<file path="config.mk">
export PLATFORM = sky130hd
export DESIGN_NAME = fp4q_unit
export DESIGN_NICKNAME = d
export VERILOG_FILES = /design/src/rtl/fp4q_pkg.sv /design/src/rtl/fp4q_cmp_bank.sv /design/src/rtl/fp4q_select.sv /design/src/rtl/fp4q_recon.sv /design/src/rtl/fp4q_unit.sv
export SDC_FILE = /design/constraint.sdc
export NUM_CORES = 1
export LEC_CHECK = 0
export CELL_PAD_IN_SITES_DETAIL_PLACEMENT = 0
export CELL_PAD_IN_SITES_GLOBAL_PLACEMENT = 1
export CORE_ASPECT_RATIO = 1.5
export CORE_MARGIN = 10
export CORE_UTILIZATION = 36
export DETAILED_ROUTE_END_ITERATION = 16
export PLACE_DENSITY_LB_ADDON = 0.1
export SYNTH_ARGS = -nofsm -noshare
export SYNTH_HDL_FRONTEND = slang
export SYNTH_HIERARCHICAL = 1
export SYNTH_SLANG_ARGS = --single-unit
</file>
<file path="constraint.sdc">
create_clock -name clk -period 5.8 [get_ports clk]
set_clock_uncertainty 0.1 [all_clocks]
set_input_delay 0.87 -clock clk [delete_from_list [all_inputs] [get_ports clk]]
set_output_delay 0.87 -clock clk [all_outputs]
set_load 0.05 [all_outputs]
</file>
<file path="src/rtl/fp4q_pkg.sv">
package fp4q_pkg;

   localparam int NUM_BND = 7;
   localparam int CODE_W  = 4;
   localparam int IDX_W   = 3;

   // Boundary times four: 0.25, 0.75, 1.25, 1.75, 2.5, 3.5, 5.0
   function automatic logic [4:0] bnd4(input int i);
      case (i)
         0:       bnd4 = 5'd1;
         1:       bnd4 = 5'd3;
         2:       bnd4 = 5'd5;
         3:       bnd4 = 5'd7;
         4:       bnd4 = 5'd10;
         5:       bnd4 = 5'd14;
         default: bnd4 = 5'd20;
      endcase
   endfunction

   // Level times two: 0, 0.5, 1, 1.5, 2, 3, 4, 6
   function automatic logic [3:0] lvl2(input logic [IDX_W-1:0] idx);
      case (idx)
         3'd0:    lvl2 = 4'd0;
         3'd1:    lvl2 = 4'd1;
         3'd2:    lvl2 = 4'd2;
         3'd3:    lvl2 = 4'd3;
         3'd4:    lvl2 = 4'd4;
         3'd5:    lvl2 = 4'd6;
         3'd6:    lvl2 = 4'd8;
         default: lvl2 = 4'd12;
      endcase
   endfunction

endpackage

</file>
<file path="src/rtl/fp4q_cmp_bank.sv">
module fp4q_cmp_bank #(
   parameter int IN_W = 16,
   parameter int SC_W = 16
) (
   input  logic [IN_W-1:0]                mag,
   input  logic [SC_W-1:0]                scale,
   output logic [fp4q_pkg::NUM_BND-1:0]   le
);
   localparam int CMP_W = (IN_W + 2 > SC_W + 5) ? IN_W + 2 : SC_W + 5;

   logic [CMP_W-1:0] lhs;
   assign lhs = CMP_W'({mag, 2'b00});

   for (genvar i = 0; i < fp4q_pkg::NUM_BND; i++) begin : g_cmp
      localparam logic [4:0] B4 = fp4q_pkg::bnd4(i);
      logic [CMP_W-1:0] rhs;
      assign rhs   = CMP_W'(scale) * CMP_W'(B4);
      assign le[i] = (lhs <= rhs);
   end
endmodule

</file>
<file path="src/rtl/fp4q_select.sv">
module fp4q_select (
   input  logic [fp4q_pkg::NUM_BND-1:0] le,
   output logic [fp4q_pkg::IDX_W-1:0]   idx
);
   // Lowest passing boundary wins; none passing saturates to the top level
   always_comb begin
      idx = 3'd7;
      for (int i = fp4q_pkg::NUM_BND - 1; i >= 0; i--) begin
         if (le[i]) idx = 3'(i);
      end
   end
endmodule

</file>
<file path="src/rtl/fp4q_recon.sv">
module fp4q_recon #(
   parameter int SC_W = 16
) (
   input  logic [fp4q_pkg::IDX_W-1:0]  idx,
   input  logic                        neg,
   input  logic                        szero,
   input  logic [SC_W-1:0]             scale,
   output logic [fp4q_pkg::CODE_W-1:0] code,
   output logic [SC_W+4:0]             value
);
   localparam int PROD_W = SC_W + 4;
   localparam int OUT_W  = SC_W + 5;

   logic              is_zero;
   logic [3:0]        lv;
   logic [PROD_W-1:0] prod;
   logic [OUT_W-1:0]  ext;

   assign is_zero = szero || (idx == 3'd0);
   assign lv      = szero ? 4'd0 : fp4q_pkg::lvl2(idx);
   assign prod    = PROD_W'(lv) * PROD_W'(scale);
   assign ext     = {1'b0, prod};
   assign code    = is_zero ? 4'd0 : {neg, idx};
   assign value   = (neg && !is_zero) ? (~ext + 1'b1) : ext;
endmodule

</file>
<file path="src/rtl/fp4q_unit.sv">
module fp4q_unit #(
   parameter int IN_W    = 16,
   parameter int SC_W    = 16,
   parameter bit CMP_REG = 1'b1
) (
   input  logic            clk,
   input  logic            rst_n,
   input  logic            in_valid,
   input  logic [IN_W-1:0] in_data,
   input  logic [SC_W-1:0] in_scale,
   output logic            out_valid,
   output logic [3:0]      out_code,
   output logic [SC_W+4:0] out_value
);
   localparam int OUT_W = SC_W + 5;
   localparam int NB    = fp4q_pkg::NUM_BND;

   if (IN_W < 2)  begin : g_bad_in  $error("fp4q_unit: IN_W must be at least 2");  end
   if (SC_W < 1)  begin : g_bad_sc  $error("fp4q_unit: SC_W must be at least 1");  end

   logic [IN_W-1:0] mag_c;
   logic [NB-1:0]   le_c;
   logic            neg_c;

   assign neg_c = in_data[IN_W-1];
   assign mag_c = neg_c ? (~in_data + 1'b1) : in_data;

   fp4q_cmp_bank #(.IN_W(IN_W), .SC_W(SC_W)) u_cmp (
      .mag   (mag_c),
      .scale (in_scale),
      .le    (le_c)
   );

   logic            s1_vld;
   logic            s1_neg;
   logic [NB-1:0]   s1_le;
   logic [SC_W-1:0] s1_scale;

   if (CMP_REG) begin : g_stage
      always_ff @(posedge clk or negedge rst_n) begin
         if (!rst_n) begin
            s1_vld   <= 1'b0;
            s1_neg   <= 1'b0;
            s1_le    <= '0;
            s1_scale <= '0;
         end else begin
            s1_vld   <= in_valid;
            s1_neg   <= neg_c;
            s1_le    <= le_c;
            s1_scale <= in_scale;
         end
      end
   end else begin : g_flow
      assign s1_vld   = in_valid;
      assign s1_neg   = neg_c;
      assign s1_le    = le_c;
      assign s1_scale = in_scale;
   end

   logic [2:0]       idx_c;
   logic [3:0]       code_c;
   logic [OUT_W-1:0] val_c;

   fp4q_select u_sel (
      .le  (s1_le),
      .idx (idx_c)
   );

   fp4q_recon #(.SC_W(SC_W)) u_rec (
      .idx   (idx_c),
      .neg   (s1_neg),
      .szero (s1_scale == '0),
      .scale (s1_scale),
      .code  (code_c),
      .value (val_c)
   );

   always_ff @(posedge clk or negedge rst_n) begin
      if (!rst_n) begin
         out_valid <= 1'b0;
         out_code  <= '0;
         out_value <= '0;
      end else begin
         out_valid <= s1_vld;
         out_code  <= code_c;
         out_value <= val_c;
      end
   end
endmodule

</file>
==> results.md <==
- The via count of the first global-routing pass came to roughly 8300.
- The number of violations of the max-capacitance limit is 0.
- The cell area that synthesis handed to floorplanning was ~0.0094 mm^2.
- Based on the critical path, the design can be clocked at up to 182 MHz.
- The total of hold buffers inserted after clock tree synthesis is 0.
- The maximum fanout count along the critical path is 15.
- The worst register-to-register path has a depth of 20.
- The number of vias in the routed layout is 8123.
- The mean instance size in the synthesized netlist is between 8 and 9 um^2.
- The worst slack after detailed placement is -0.161 ns.
- TritonCTS built the clock tree.
- After clock tree synthesis, the clock-pin slew on the worst setup and hold paths is roughly 0.070 ns.
- The post-synthesis to final-layout area growth is 16.6%.
- For this design the total switching power over the nets is around 1.5 mW.
- The first global-routing pass estimated 44.5 mm of wire.
- Cells fill a little over two fifths of the core in the end.
- The standby leakage power is about 5.3 nW.
- The initial antenna violation count is 0.
- Synthesis handed over a netlist of between 1000 and 1500 instances.
- In this run the standard cell core region covers around 0.026 mm^2.
- The total die area is between 0.03 and 0.04 mm^2.
- Data on the critical path arrives at its endpoint at ~5.6 ns.
- The initial core utilization is a little over a third.
- The length of the first detailed-routing pass in iterations is 5.
- For the pin with the worst max-slew slack, the measured transition is between 1 and 1.5 ns.
- The worst register-to-register path begins at s1_scale[10].
- The synthesized design contains 0 enable-type register cells.
- In the post-route analysis, the smallest setup slack over all paths is ~0.30 ns.
- The final period utilization is around 95%.
- The final period demand of the worst path is ~5.5 ns.
- The pin count of the biggest net entering global routing is 52.
- Summed over all instances, the cell type with the most area after synthesis is ha_1.
- The number of nets produced by synthesis is between 1000 and 1500.
- The number of endpoints with negative hold slack in the final report is 0.
- In this run the deepest clock path goes through 2 buffers.
- Using the TritonRoute via totals, the vias-per-cell ratio works out to 5.39.
- The number of cells on the worst hold path is 0.
- In this run the most critical hold path is launched from s1_vld.
- The DRC violations left is 0.
- Routability-driven placement finished with a final weighted congestion of about 0.87.
- The final setup violation count is 0.
- Combinational logic is responsible for 73.5% of the overall power.
- In this run the clock root is driven by a clkbuf_16.
- Of the cells placed in the final design, the portion with a size suffix greater than 1 is 9.62%.
- Global routing used between 10% and 20% of the available tracks across all layers.
- During placement, the flow inserted port buffers numbering 60.
- The total global routing overflow is 0.
- The internal portion of the total power is between 1 and 1.5 mW.
- The destination of the worst hold path is out_valid.
- The worst pin sits at a relative slew slack of between 20 and 30%.
- The detailed-route wire length is ~28 mm.
- Counting flops and latches in the post-synthesis netlist gives 51.
- 0 antenna diodes ended up in the layout.
- The top flip-flop cell by instance count after synthesis is dfrtp_1.
- The cell area power density is around 270 mW/mm^2.
- After detailed routing, the average wire length per cell comes to around 18 um.
- The setup check on the worst reg-to-reg path leaves a slack of roughly 0.3 ns.
- Counting flops with an async set or reset pin after synthesis yields a share of 100%.
- The number of top-level design ports is roughly 60.
- The switching portion of total power is approximately 50%.
- The clock drives 51 sinks.
- In the final design database the tool counted approximately 1400 nets.
- The category of the worst setup path capture point is a flip-flop.
- The number of different library cells in the post-synthesis netlist is between 70 and 80.
- Yosys printed 6 warnings.
- The number of standard-cell rows in the floorplan is a little over 70.
- Clock tree synthesis inserted a total of 5 buffers.
- The clock network burns 10.2% of the power.
- The number of antenna-violating nets in the routed design is 0.
- The top cell type's share of synthesized area is 25.7%.
- The max-slew violation count is 0.
- The endpoint identified for the worst register-to-register timing path is out_value[16].
- The final non-filler cell area is ~0.011 mm^2.
- The worst ir drop on vdd is around 260 uV.
- Of the total power, registers draw between 10% and 20%.
- Summed over all nets, the half-perimeter wirelength after detailed placement is between 20 and 25 mm.
- At the worst endpoint, the required time is between 5 and 6 ns.
- The path type of the worst min-delay path is reg2reg.
- The H-tree was split into 2 levels.
- The height of the die is 218 um.
- Once placement finished, the instance area stood at 0.0107 mm^2.
- Yosys attributes the largest share of cell area to ha_1 (26%), dfrtp_1 (14%), fa_1 (9.8%).
- The die is between 150 and 200 um wide.
- The source-to-sink clock delay at the later pin of the worst-skew pair is approximately 0.30 ns.
- The detailed router finished its first iteration with around 320 violations.
- The flow ran to the end, and the final reports show no timing, DRC or antenna violations.
- The sort of element at the start of the critical path is a flip-flop.
- The number of inserted filler cells in the final layout is roughly 2700.
- The sequential fraction of the synthesis area is 13.6%.
- The critical path is of the reg2reg type.
## routing by layer
metal | vias up | track usage, % | share of wire (%) | wire (um)
li1 | 4096 | - | - | -
met1 | 3898 | 17.3 | 39 | 10900
met2 | 104 | 33.3 | 56 | 15500
met3 | 25 | 1.38 | 1.9 | 525
met4 | 0 | 5.60 | 2.6 | 715
met5 | - | 0 | 0 | 0
## layout make-up
class | instances | area (um^2) | area share, %
multi-input cells | 901 | 7700 | 70.4
flip-flops and latches | 51 | 1280 | 11.7
repair buffers | 115 | 1020 | 9.32
well taps | 333 | 417 | 3.81
inverters | 100 | 375 | 3.43
clock buffers | 5 | 125 | 1.14
clock inverters | 3 | 23.8 | 0.217
## power by group through the flow
stage / Sequential [mW] / Combinational (mW) / Clock, mW
2_1_floorplan: 0.737 / 1.29 / 0
3_3_place_gp: 0.487 / 2.16 / 0
6_report: 0.480 / 2.17 / 0.299
3_5_place_dp: 0.489 / 2.17 / 0
5_1_grt: 0.493 / 2.41 / 0.331
4_1_cts: 0.482 / 2.18 / 0.315
## state kept, by name, indices dropped and copies added (netlist names)
register and count:
s1_le 7, s1_vld 1, out_valid 1, s1_scale 16, s1_neg 1, out_value 21, out_code 4
## cell usage in the layout (no fill, tap or decap), drive strengths merged, types with 6 or more instances in the layout
cell type / instances
or2: 6
xor2: 28
o211ai: 6
o31ai: 8
a21o: 35
inv: 100
ha: 193
a2111oi: 6
nor2: 48
fa: 46
a211oi: 10
a211o: 7
nand3: 21
o21a: 18
dfrtp: 51
a31oi: 13
nor2b: 13
and3: 23
xnor2: 51
nor3: 26
o21ai: 54
o41ai: 8
nand2b: 12
or3: 7
buf: 56
nand4: 20
clkdlybuf4s50: 55
nor4: 13
and2: 38
o21bai: 8
a21oi: 69
nand2: 60
## cell families (layout without fill, tap and decap cells)
logic type	count (synthesis)	after routing	synth area share, %
xor+xnor	79	79	7.46
fa+ha+maj	242	242	35.9
flops	51	51	13.6
mux	3	3	0.320
buf+inv	117	223	4.75
simple gates	306	306	17.7
compound gates	271	271	20.3
## synthesized netlist by cell type (13+ instances only)
library cell and instances:
ha_1 193, inv_1 98, a21oi_1 66, nand2_1 59, dfrtp_1 51, xnor2_1 50, o21ai_0 49, nor2_1 48
fa_1 46, and2_1 38, a21o_1 35, xor2_1 28, nor3_1 26, and3_1 23, nand3_1 20, nand4_1 20
o21a_1 18, clkbuf_1 14, a31oi_1 13, nor2b_1 13, nor4_1 13
## worst max-delay path, stage by stage, from the launching register on
cell and delay (ns):
dfrtp_1 0.41, nor4_1 0.52, and4_1 0.32, nor2b_1 0.08, a21boi_0 0.14, buf_4 0.21
and2_1 0.19, fa_1 0.50, inv_1 0.05, fa_1 0.52, inv_1 0.04, ha_1 0.39
o211a_1 0.21, a21o_1 0.22, nand2_1 0.09, buf_4 0.15, a31oi_1 0.27, nand2_1 0.15
or4_4 0.45, o41ai_2 0.26, xnor2_1 0.15
## how the worst max path moves through the flow
stage	startpoint	to	slack [ns]	depth (start not counted)
after floorplan	s1_le[0]	out_value[19]	0.21	17
after global placement	in_scale[1]	s1_le[1]	-0.21	16
after detailed placement	in_scale[1]	s1_le[1]	-0.16	16
after CTS	in_scale[1]	s1_le[1]	0.13	16
after global routing	in_scale[2]	s1_le[6]	-0.002	23
final	s1_scale[10]	out_value[16]	0.30	20
## metrics by stage
step	std cells	TNS (ns)	power, mW	hold WS (ns)
after floorplan	1069	0	2.02	0.231
after global routing	1508	-0.00201	3.24	0.276
after detailed placement	1500	-0.215	2.66	0.235
after CTS	1508	0	2.98	0.251
after global placement	1500	-0.293	2.65	0.232
final	1508	0	2.95	0.249
## repair_timing
action,4_1_cts,5_1_grt
gates resized for setup,0,9
setup endpoints to repair,0,8
buffers inserted,0,0
(Power assumes the default switching activity.)
